**src/rtl/trim_pkg.sv**
```systemverilog
package trim_pkg;
    typedef enum logic [1:0] {
        ST_OFF  = 2'd0,
        ST_IDLE = 2'd1,
        ST_SRC  = 2'd2,
        ST_SNK  = 2'd3
    } trim_st_e;

    typedef enum logic [1:0] {
        DIR_NONE = 2'd0,
        DIR_UP   = 2'd1,
        DIR_DN   = 2'd2
    } dir_e;

    localparam logic [1:0] SEL_NOM  = 2'd0;
    localparam logic [1:0] SEL_HIGH = 2'd1;
    localparam logic [1:0] SEL_LOW  = 2'd2;
endpackage

```
**src/rtl/trim_timer.sv**
```systemverilog
// Shared period timer: prescaler of DIV clocks, then a tick counter.
module trim_timer #(
    parameter int unsigned DIV          = 625,
    parameter int unsigned PERIOD_TICKS = 340,
    parameter int unsigned PULSE_TICKS  = 1
) (
    input  logic clk,
    input  logic rst_n,
    output logic prd_start,
    output logic pulse_end
);
    localparam int unsigned TW = (PERIOD_TICKS > 1) ? $clog2(PERIOD_TICKS) : 1;

    logic          div_wrap;
    logic          div_zero;
    logic [TW-1:0] tick_q;

    generate
        if (DIV > 1) begin : g_div
            localparam int unsigned DW = $clog2(DIV);
            logic [DW-1:0] div_q;
            always_ff @(posedge clk or negedge rst_n) begin
                if (!rst_n)
                    div_q <= '0;
                else if (div_q == DW'(DIV - 1))
                    div_q <= '0;
                else
                    div_q <= div_q + 1'b1;
            end
            assign div_wrap = (div_q == DW'(DIV - 1));
            assign div_zero = (div_q == '0);
        end else begin : g_nodiv
            assign div_wrap = 1'b1;
            assign div_zero = 1'b1;
        end
    endgenerate

    always_ff @(posedge clk or negedge rst_n) begin
        if (!rst_n)
            tick_q <= '0;
        else if (div_wrap) begin
            if (tick_q == TW'(PERIOD_TICKS - 1))
                tick_q <= '0;
            else
                tick_q <= tick_q + 1'b1;
        end
    end

    assign prd_start = div_zero && (tick_q == '0);
    assign pulse_end = div_zero && (tick_q == TW'(PULSE_TICKS));
endmodule

```
**src/rtl/trim_cmp.sv**
```systemverilog
// Target selection and inclusive deadband comparison.
module trim_cmp
    import trim_pkg::*;
#(
    parameter int unsigned W = 10
) (
    input  logic [W-1:0] smp,
    input  logic [W-1:0] nom,
    input  logic [W-1:0] high,
    input  logic [W-1:0] low,
    input  logic [1:0]   sel,
    input  logic [W-1:0] db,
    output dir_e         dir
);
    logic [W-1:0] tgt;
    logic [W:0]   smp_hi;
    logic [W:0]   tgt_hi;

    always_comb begin
        case (sel)
            SEL_HIGH: tgt = high;
            SEL_LOW:  tgt = low;
            default:  tgt = nom;
        endcase
    end

    assign smp_hi = {1'b0, smp} + {1'b0, db};
    assign tgt_hi = {1'b0, tgt} + {1'b0, db};

    always_comb begin
        if (smp_hi < {1'b0, tgt})
            dir = DIR_UP;
        else if ({1'b0, smp} > tgt_hi)
            dir = DIR_DN;
        else
            dir = DIR_NONE;
    end
endmodule

```
**src/rtl/trim_chan.sv**
```systemverilog
// One regulated channel: sample hold, state machine, status flags.
module trim_chan
    import trim_pkg::*;
#(
    parameter int unsigned W = 10
) (
    input  logic         clk,
    input  logic         rst_n,
    input  logic         active,
    input  logic         prd_start,
    input  logic         pulse_end,
    input  logic         fast_en,
    input  logic         smp_valid,
    input  logic [W-1:0] smp_data,
    input  logic [W-1:0] tgt_nom,
    input  logic [W-1:0] tgt_high,
    input  logic [W-1:0] tgt_low,
    input  logic [1:0]   tgt_sel,
    input  logic [W-1:0] deadband,
    output logic         src_pulse,
    output logic         snk_pulse,
    output logic         fast_pulse,
    output logic         trim_hiz,
    output logic         at_target
);
    trim_st_e     st_q, st_d;
    dir_e         dir;
    logic [W-1:0] smp_q;
    logic         have_q;
    logic         atg_q;
    logic         rch_q;
    logic         eval;

    trim_cmp #(.W(W)) u_cmp (
        .smp  (smp_q),
        .nom  (tgt_nom),
        .high (tgt_high),
        .low  (tgt_low),
        .sel  (tgt_sel),
        .db   (deadband),
        .dir  (dir)
    );

    // One evaluation per period, only with a captured sample
    assign eval = active && (st_q == ST_IDLE) && prd_start && have_q;

    // State register
    always_ff @(posedge clk or negedge rst_n) begin
        if (!rst_n)
            st_q <= ST_OFF;
        else
            st_q <= st_d;
    end

    // Transitions (R4, R5: inactive forces OFF)
    always_comb begin
        st_d = st_q;
        if (!active) begin
            st_d = ST_OFF;
        end else begin
            unique case (st_q)
                ST_OFF:  st_d = ST_IDLE;
                ST_IDLE: begin
                    if (eval) begin
                        case (dir)
                            DIR_UP:  st_d = ST_SRC;
                            DIR_DN:  st_d = ST_SNK;
                            default: st_d = ST_IDLE;
                        endcase
                    end
                end
                ST_SRC, ST_SNK: begin
                    if (pulse_end)
                        st_d = ST_IDLE;
                end
            endcase
        end
    end

    // Sample hold and status flags
    always_ff @(posedge clk or negedge rst_n) begin
        if (!rst_n) begin
            smp_q  <= '0;
            have_q <= 1'b0;
            atg_q  <= 1'b0;
            rch_q  <= 1'b0;
        end else begin
            if (smp_valid) begin
                smp_q  <= smp_data;
                have_q <= 1'b1;
            end
            if (!active) begin
                atg_q <= 1'b0;
                rch_q <= 1'b0;
            end else if (eval) begin
                atg_q <= (dir == DIR_NONE);
                if (dir == DIR_NONE)
                    rch_q <= 1'b1;
            end
        end
    end

    // Outputs
    always_comb begin
        src_pulse = 1'b0;
        snk_pulse = 1'b0;
        trim_hiz  = 1'b0;
        unique case (st_q)
            ST_OFF:  trim_hiz  = 1'b1;
            ST_IDLE: ;
            ST_SRC:  src_pulse = 1'b1;
            ST_SNK:  snk_pulse = 1'b1;
        endcase
        fast_pulse = (src_pulse || snk_pulse) && fast_en && !rch_q;
        at_target  = atg_q;
    end
endmodule

```
**src/rtl/trim_pulse_ctrl.sv**
```systemverilog
module trim_pulse_ctrl #(
    parameter int unsigned NUM_CH       = 2,
    parameter int unsigned W            = 10,
    parameter int unsigned DIV          = 625,
    parameter int unsigned PERIOD_TICKS = 340,
    parameter int unsigned PULSE_TICKS  = 1
) (
    input  logic                  clk,
    input  logic                  rst_n,
    input  logic                  seq_done,
    input  logic [NUM_CH-1:0]     ch_en,
    input  logic [NUM_CH-1:0]     fast_en,
    input  logic [NUM_CH-1:0]     smp_valid,
    input  logic [NUM_CH*W-1:0]   smp_data,
    input  logic [2*NUM_CH-1:0]   tgt_sel,
    input  logic [NUM_CH*W-1:0]   tgt_nom,
    input  logic [NUM_CH*W-1:0]   tgt_high,
    input  logic [NUM_CH*W-1:0]   tgt_low,
    input  logic [W-1:0]          deadband,
    output logic [NUM_CH-1:0]     src_pulse,
    output logic [NUM_CH-1:0]     snk_pulse,
    output logic [NUM_CH-1:0]     fast_pulse,
    output logic [NUM_CH-1:0]     trim_hiz,
    output logic [NUM_CH-1:0]     at_target,
    output logic                  ready
);
    localparam int unsigned PULSE_CYC  = DIV * PULSE_TICKS;
    localparam int unsigned PERIOD_CYC = DIV * PERIOD_TICKS;

    logic prd_start;
    logic pulse_end;

    trim_timer #(
        .DIV          (DIV),
        .PERIOD_TICKS (PERIOD_TICKS),
        .PULSE_TICKS  (PULSE_TICKS)
    ) u_timer (
        .clk       (clk),
        .rst_n     (rst_n),
        .prd_start (prd_start),
        .pulse_end (pulse_end)
    );

    generate
        for (genvar c = 0; c < NUM_CH; c++) begin : g_ch
            trim_chan #(.W(W)) u_chan (
                .clk        (clk),
                .rst_n      (rst_n),
                .active     (seq_done && ch_en[c]),
                .prd_start  (prd_start),
                .pulse_end  (pulse_end),
                .fast_en    (fast_en[c]),
                .smp_valid  (smp_valid[c]),
                .smp_data   (smp_data[c*W +: W]),
                .tgt_nom    (tgt_nom[c*W +: W]),
                .tgt_high   (tgt_high[c*W +: W]),
                .tgt_low    (tgt_low[c*W +: W]),
                .tgt_sel    (tgt_sel[2*c +: 2]),
                .deadband   (deadband),
                .src_pulse  (src_pulse[c]),
                .snk_pulse  (snk_pulse[c]),
                .fast_pulse (fast_pulse[c]),
                .trim_hiz   (trim_hiz[c]),
                .at_target  (at_target[c])
            );
        end
    endgenerate

    // Ready over enabled channels
    always_comb begin
        ready = seq_done;
        for (int c = 0; c < NUM_CH; c++) begin
            if (ch_en[c] && !at_target[c])
                ready = 1'b0;
        end
    end

    initial begin
        if (PULSE_TICKS >= PERIOD_TICKS || PULSE_TICKS == 0 || PERIOD_CYC < 2)
            $display("trim_pulse_ctrl: pulse must be shorter than the period");
    end
endmodule

```
**config.mk**
```make
export PLATFORM = sky130hd
export DESIGN_NAME = trim_pulse_ctrl
export DESIGN_NICKNAME = d
export VERILOG_FILES = /design/src/rtl/trim_pkg.sv /design/src/rtl/trim_timer.sv /design/src/rtl/trim_cmp.sv /design/src/rtl/trim_chan.sv /design/src/rtl/trim_pulse_ctrl.sv
export SDC_FILE = /design/constraint.sdc
export NUM_CORES = 1
export LEC_CHECK = 0
export BUFFER_PORTS_ARGS = -buffer_cell sky130_fd_sc_hd__buf_4
export CORE_MARGIN = 2
export CORE_UTILIZATION = 45
export CTS_BUF_LIST = sky130_fd_sc_hd__clkbuf_8
export DETAILED_ROUTE_END_ITERATION = 7
export PLACE_DENSITY = 0.71
export SLEW_MARGIN = 10
export SYNTH_ARGS = -nofsm -noshare
export SYNTH_HDL_FRONTEND = slang
export SYNTH_SLANG_ARGS = --single-unit
```
**constraint.sdc**
```tcl
create_clock -name clk -period 2.9 [get_ports clk]
set_input_delay 0.29 -clock clk [delete_from_list [all_inputs] [get_ports clk]]
set_output_delay 0.29 -clock clk [all_outputs]
set_load 0.03 [all_outputs]
```
==> results of run 1 <==
==> cells by family after synthesis <==
logic type                 count (synthesis)
buffers and inverters                     61
and+or+nand+nor                          183
DFF                                       49
muxes                                     20
adders and majority gates                 93
xor gates and xnor gates                  43
AOI/OAI and AO/OA                        152
==> worst register-to-register path: cells and delay by family, from the launching register on <==
kind	cells	cell delay, ps
AOI/OAI and AO/OA	4	670
xor gates and xnor gates	1	90
adders and majority gates	2	510
DFF	1	390
and+or+nand+nor	5	1370
==> routing by layer <==
metal	up-vias	share of wire, %
li1	2565	-
met1	2439	43
met2	126	49
met3	28	4.5
met4	0	2.7
met5	-	0
==> cells in the final DEF (no fill, tap or decap), types with 5 or more instances in the layout <==
cell	instances
a22oi_1	17
xnor2_1	21
buf_4	213
nor2_1	45
ha_4	8
ha_1	77
o21ai_2	8
inv_1	33
o21ai_1	7
o211ai_1	6
xor2_1	20
nand2_1	58
a21oi_2	10
mux2_2	18
nand2b_1	7
nand3_1	8
clkbuf_8	5
nor3_1	10
o21ai_0	38
nand4_1	10
o21a_1	5
buf_6	5
a21o_1	6
dfrtp_1	49
a21oi_1	18
and3_1	5
==> sequential cells by signal, summed over array words and instances, names as in the netlist <==
register and cells:
u_timer.tick_q 9, g_ch.u_chan.smp_q 20, g_ch.u_chan.st_q 4, g_ch.u_chan.at_target 2, u_timer.g_div.div_q 10, g_ch.u_chan.rch_q 2
g_ch.u_chan.have_q 2
==> layout make-up <==
class                           instances  area share, %
Timing Repair Buffer                  220           23.0
Tap cell                              143           2.44
Multi-Input combinational cell        491           54.5
Sequential cell                        49           16.7
Clock buffer                            5          0.937
Clock inverter                          3          0.358
Inverter                               39           2.16
==> stage by stage <==
step	utilization, %	area, um^2	cells	setup TNS (ps)	power (uW)
floorplan	-	5370	601	-2740	1710
global placement	60.4	6830	919	-4470	2280
detailed placement	60.4	6830	919	-5130	2330
CTS	63.6	7200	944	-1740	2890
global route	64.9	7340	950	-2900	3210
finish	64.9	7340	950	-1740	2960
==> how the worst min path moves through the flow <==
stage	from	end	slack, ps
global placement	rst_n	g_ch[0].u_chan.st_q[0]	350
global route	rst_n	u_timer.tick_q[4]	30
floorplan	rst_n	g_ch[0].u_chan.at_target	-6
finish	rst_n	g_ch[0].u_chan.st_q[0]	-20
detailed placement	rst_n	g_ch[0].u_chan.st_q[0]	360
CTS	rst_n	g_ch[0].u_chan.st_q[0]	6
==> where the power goes <==
group	total, uW	switching, uW	internal (uW)
clock network	443	267	176
registers	740	28.5	712
logic	1780	844	933
total	2960	1140	1820
==> what timing repair did <==
| item | 4_1_cts | 5_1_grt |
|---|---|---|
| resized for setup | 42 | 20 |
| pin swaps | 42 | 33 |
| setup endpoints to repair | 8 | 8 |
| setup buffers | 17 | 6 |
==> results.json, run 1 <==
{
  "status": "complete, but fails checks",
  "violations": "negative hold slack, negative setup slack",
  "async_flop_share_pct": 100,
  "fin_crit_sh_pct": 111,
  "clk_pin_slew_ps": 100,
  "clk-insertion-delay-late_ps": 320,
  "n_fill_cell": 933,
  "fin_crit_ps": 3210,
  "slowest_stage": "a2111oi_4",
  "crit_path_end": "g_ch[1].u_chan.st_q[1]",
  "met1_usage_pct": 30.0,
  "yosys-top-cells-count": "ha_1, nand2_1, o21ai_0",
  "post_drt_wl_per_cell_um": 15.3,
  "finClkSkew_ps": 7.63,
  "first_iter_violations": 244,
  "synth_area_leaders": "dfrtp_1, ha_1, o21ai_0",
  "rows": 39,
  "fin_nets": 1002,
  "start_util_pct": 45.9,
  "grtUsageMet3_pct": 3.43,
  "syn_to_final_growth_pct": 41.4,
  "crit_path_start_kind": "primary input",
  "grt_pass1_vias": 5395,
  "cts.sinks": 49,
  "synthMuxAreaShare_pct": 4.31,
  "met2_usage_pct": 42.1,
  "yosys_warnings": 0,
  "regArea_um2": 1230,
  "post-place-ws_ps": -841,
  "antenna_left": 0,
  "synth_top_area_share_pct": 23.6,
  "synth.most_common_cell": "ha_1",
  "synth_edf_count": 0,
  "final_layout_size_suffix_gt1_share_pct": 40.6,
  "syn_area_per_cell_um2": 8.64,
  "worstSetupPathType": "primary input to flip-flop",
  "fp.coreArea_um2": 11300,
  "critical_path_buf_inv_count": 3,
  "gr-usage-all-layers_pct": 23.8,
  "num_vias": 5158,
  "busiest_layer": "met2",
  "power_density_nw_per_um2": 403,
  "worstSetupStartpoint": "tgt_sel[2]",
  "viasPerCell": 5.43,
  "cts_buffer_depth": 2,
  "die_w_um": 111,
  "place.port_buffers": 113,
  "max_stage_delay_ps": 340,
  "hold_slack_ps": -15.7,
  "grt-ovfl-total": 0,
  "yosys.cell_types.count": 60,
  "rr_startpoint": "g_ch[0].u_chan.smp_q[4]",
  "worstPathCellList": "buf_8, inv_8, ha_4, a22o_1, mux2_4, ha_4, inv_2, fa_2, nand3b_1, a21oi_2, o21ai_2, xor2_1, ha_1, a21o_1, a2111oi_4, a211o_1, o22ai_2, a31o_2",
  "tightest_slew_ps": 643,
  "clock-root-buffer": "clkbuf_8",
  "r2r_end": "g_ch[0].u_chan.at_target",
  "leakagePower_uw": 0.00351,
  "rsz0062_at_grt": "yes",
  "ios": 114,
  "ys_seq_area_share_pct": 23.6,
  "synth_top_family_by_area": "adder cells",
  "rrSetupSlack_ps": -200,
  "post-route-drc-count": 0,
  "setup_viol_count_final": 7,
  "fmax_ghz": 0.312,
  "die_area_um2": 12400,
  "ys_ff_latch": 49,
  "synth-compound-area-share_pct": 18.7,
  "antenna_cells": 0,
  "die_h_um": 111,
  "syn_nets": 797,
  "min_path_type": "primary input to async pin",
  "synth_flop_cell": "dfrtp_1",
  "cts_made_buffers": 5,
  "hpwl_um": 11700,
  "synth_area_leader_cell": "dfrtp_1",
  "grt_pass1_wl_um": 24700,
  "hold_violations": 20,
  "final_max_slew_viol_count": 0,
  "worst-path-max-fanout": 8,
  "arrival_ps": 3420,
  "synthAdderAreaFrac_pct": 23.0,
  "drtPass1Iterations": 4,
  "routed_wl_um": 14600,
  "cp.depth": 18,
  "netlist_area_um2": 5190,
  "grt_max_degree": 50,
  "r2r_cells": 12,
  "htree_levels": 2,
  "synth_simple_gate_area_share_pct": 17.8,
  "multi_input_area_um2": 4000,
  "gp_congestion": 0.929,
  "end_kind": "flip-flop",
  "cts_tree": "done",
  "synth_xor_xnor_area_share_pct": 7.25,
  "max_slew_margin_pct": 57.1,
  "cp_top_family": "compound AO/OA/AOI/OAI gates",
  "cap_violations": 0,
  "antenna_found_initial": 0,
  "hold_buffers": 0,
  "worst_slack_ps": -309,
  "postSynthCellCount": 601,
  "ir_drop_v": 0.000257,
  "cp.required_ps": 3110,
  "cp_common_cell": "ha_4"
}
No activity file was read; power rests on OpenSTA's default activity.
==> run 2: changes to the inputs <==
--- a/config.mk
+++ b/config.mk
@@ -7,10 +7,11 @@
 export LEC_CHECK = 0
 export BUFFER_PORTS_ARGS = -buffer_cell sky130_fd_sc_hd__buf_4
 export CORE_MARGIN = 2
-export CORE_UTILIZATION = 45
+export CORE_UTILIZATION = 50
 export CTS_BUF_LIST = sky130_fd_sc_hd__clkbuf_8
 export DETAILED_ROUTE_END_ITERATION = 7
-export PLACE_DENSITY = 0.71
+export MAX_ROUTING_LAYER = met4
+export PLACE_DENSITY = 0.76
 export SLEW_MARGIN = 10
 export SYNTH_ARGS = -nofsm -noshare
 export SYNTH_HDL_FRONTEND = slang
==> results.json, run 2 (synthesis results as in run 1) <==
{
  "status": "complete, but fails checks",
  "violations": "negative hold slack, negative setup slack",
  "grt-ovfl-total": 0,
  "die_h_um": 106,
  "largest_reg_flops": 20,
  "syn_to_final_growth_pct": 43.2,
  "reg.largest.list": "g_ch.u_chan.smp_q x20, u_timer.g_div.div_q x10, u_timer.tick_q x9",
  "leakagePower_uw": 0.00355,
  "drtPass1Iterations": 5,
  "num_vias": 5385,
  "cts_tree": "done",
  "cts.sinks": 49,
  "min_path_type": "primary input to async pin",
  "finClkSkew_ps": 13.2,
  "mostFrequentLayoutCells": "buf_4, ha_1, nand2_1",
  "clock-root-buffer": "clkbuf_8",
  "n_fill_cell": 752,
  "max_slew_margin_pct": 57.6,
  "htree_levels": 2,
  "regMostFlops": "g_ch.u_chan.smp_q",
  "fmax_ghz": 0.291,
  "fp.coreArea_um2": 10200,
  "arrival_ps": 3680,
  "routed_wl_um": 16200,
  "cts_made_buffers": 5,
  "cap_violations": 0,
  "grt_pass1_vias": 5462,
  "tightest_slew_ps": 636,
  "first_iter_violations": 409,
  "fin_util_pct": 73.0,
  "cp.required_ps": 3140,
  "power_density_nw_per_um2": 409,
  "end_kind": "flip-flop",
  "post-route-drc-count": 0,
  "die_area_um2": 11200,
  "worstSetupPathType": "primary input to flip-flop",
  "post_drt_wl_per_cell_um": 17.1,
  "hold_buffers": 0,
  "fin_crit_sh_pct": 119,
  "worst_slack_ps": -541,
  "final_common_cell": "buf_4",
  "clk_pin_slew_ps": 110,
  "antenna_cells": 0,
  "grt_max_degree": 50,
  "setup_viol_count_final": 8,
  "start_util_pct": 51.0,
  "fin_nets": 1009,
  "worst-path-max-fanout": 4,
  "rows": 37,
  "ios": 114,
  "antenna_left": 0,
  "ir_drop_v": 0.000302,
  "clk-insertion-delay-late_ps": 310,
  "hold_violations": 15,
  "grt_pass1_wl_um": 25100,
  "crit_path_start_kind": "primary input",
  "gp_congestion": 0.938,
  "final_max_slew_viol_count": 0,
  "final_layout_size_suffix_gt1_share_pct": 42.5,
  "rsz0062_at_grt": "yes",
  "post-place-ws_ps": -874,
  "viasPerCell": 5.67,
  "fin_crit_ps": 3440,
  "hold_slack_ps": -11.1,
  "gr-usage-all-layers_pct": 28.4,
  "cts_buffer_depth": 2,
  "place.port_buffers": 113,
  "hpwl_um": 11800,
  "antenna_found_initial": 0,
  "die_w_um": 106
}
==> run 2: changes by cell type in the layout (fill, tap and decap cells not counted), sizes merged <==
| cell | previous run | this run |
|---|---|---|
| clkinvlp | 2 | 1 |
| buf | 220 | 226 |
| clkinv | 0 | 1 |
| clkbuf | 5 | 6 |
==> run 2: where the power goes <==
part | leakage, uW | internal [uW] | total (uW) | switching (uW)
Clock | 0.0000447 | 175 | 428 | 253
Sequential | 0.000613 | 712 | 739 | 27.1
Combinational | 0.00289 | 953 | 1870 | 918
Total | 0.00355 | 1840 | 3040 | 1200
==> run 2: layer usage <==
layer	track usage [%]	vias up	routed length [um]
met5	-	-	0
li1	-	2584	-
met3	3.56	39	900
met1	33.6	2583	6650
met2	50.4	179	8180
met4	9.12	0	476
==> run 2: layout make-up <==
| type | instances | area, um^2 | share of cell area (%) |
|---|---|---|---|
| clock buffers | 5 | 68.8 | 0.925 |
| multi-input cells | 491 | 4050 | 54.4 |
| well taps | 136 | 170 | 2.29 |
| inverters | 39 | 159 | 2.14 |
| flip-flops and latches | 49 | 1230 | 16.5 |
| clock inverters | 3 | 25.0 | 0.337 |
| repair buffers | 227 | 1740 | 23.4 |
==> run 2: path summary, 6_finish.rpt <==
kind,start,end,slack (ps),depth (start not counted)
worst min-delay path,rst_n,g_ch[0].u_chan.at_target,-10,1
worst max register to register,g_ch[1].u_chan.smp_q[1],g_ch[1].u_chan.at_target,-330,13
min in group clk,smp_data[0],g_ch[0].u_chan.smp_q[0],200,3
worst max-delay path,tgt_sel[2],g_ch[1].u_chan.at_target,-540,22
max in group asynchronous,rst_n,g_ch[1].u_chan.smp_q[0],2480,1
worst min register to register,g_ch[0].u_chan.have_q,g_ch[0].u_chan.have_q,470,1
==> run 2: metrics by stage <==
step	cell area, um^2	std cells	total power (uW)	hold WS, ps	TNS [ps]
2_1_floorplan	5370	601	1710	-5.59	-2740
3_3_place_gp	6840	914	2280	338	-4350
3_5_place_dp	6840	914	2330	345	-5280
4_1_cts	7230	941	2880	2.71	-1580
5_1_grt	7440	950	3250	24.5	-3730
6_report	7440	950	3040	-11.1	-2670
==> run 2: worst max-delay path: stages <==
cell	delay [ps]
buf_8	90
inv_8	30
ha_4	160
buf_6	110
a22oi_2	250
o21ai_4	110
ha_4	210
a21o_1	180
a21oi_2	160
buf_4	130
buf_4	100
o21ai_2	60
nor2_1	180
xor2_1	220
ha_1	270
nand4_1	140
a21oi_2	70
a2111oi_4	310
a211o_1	210
o22ai_2	90
buf_4	150
o22ai_2	150
==> run 2: what timing repair did <==
action / in CTS / in global routing
buffers inserted: 19 / 9
pin swaps: 43 / 32
endpoints found under the setup margin: 8 / 8
resized for setup: 49 / 33
cloned: 0 / 0
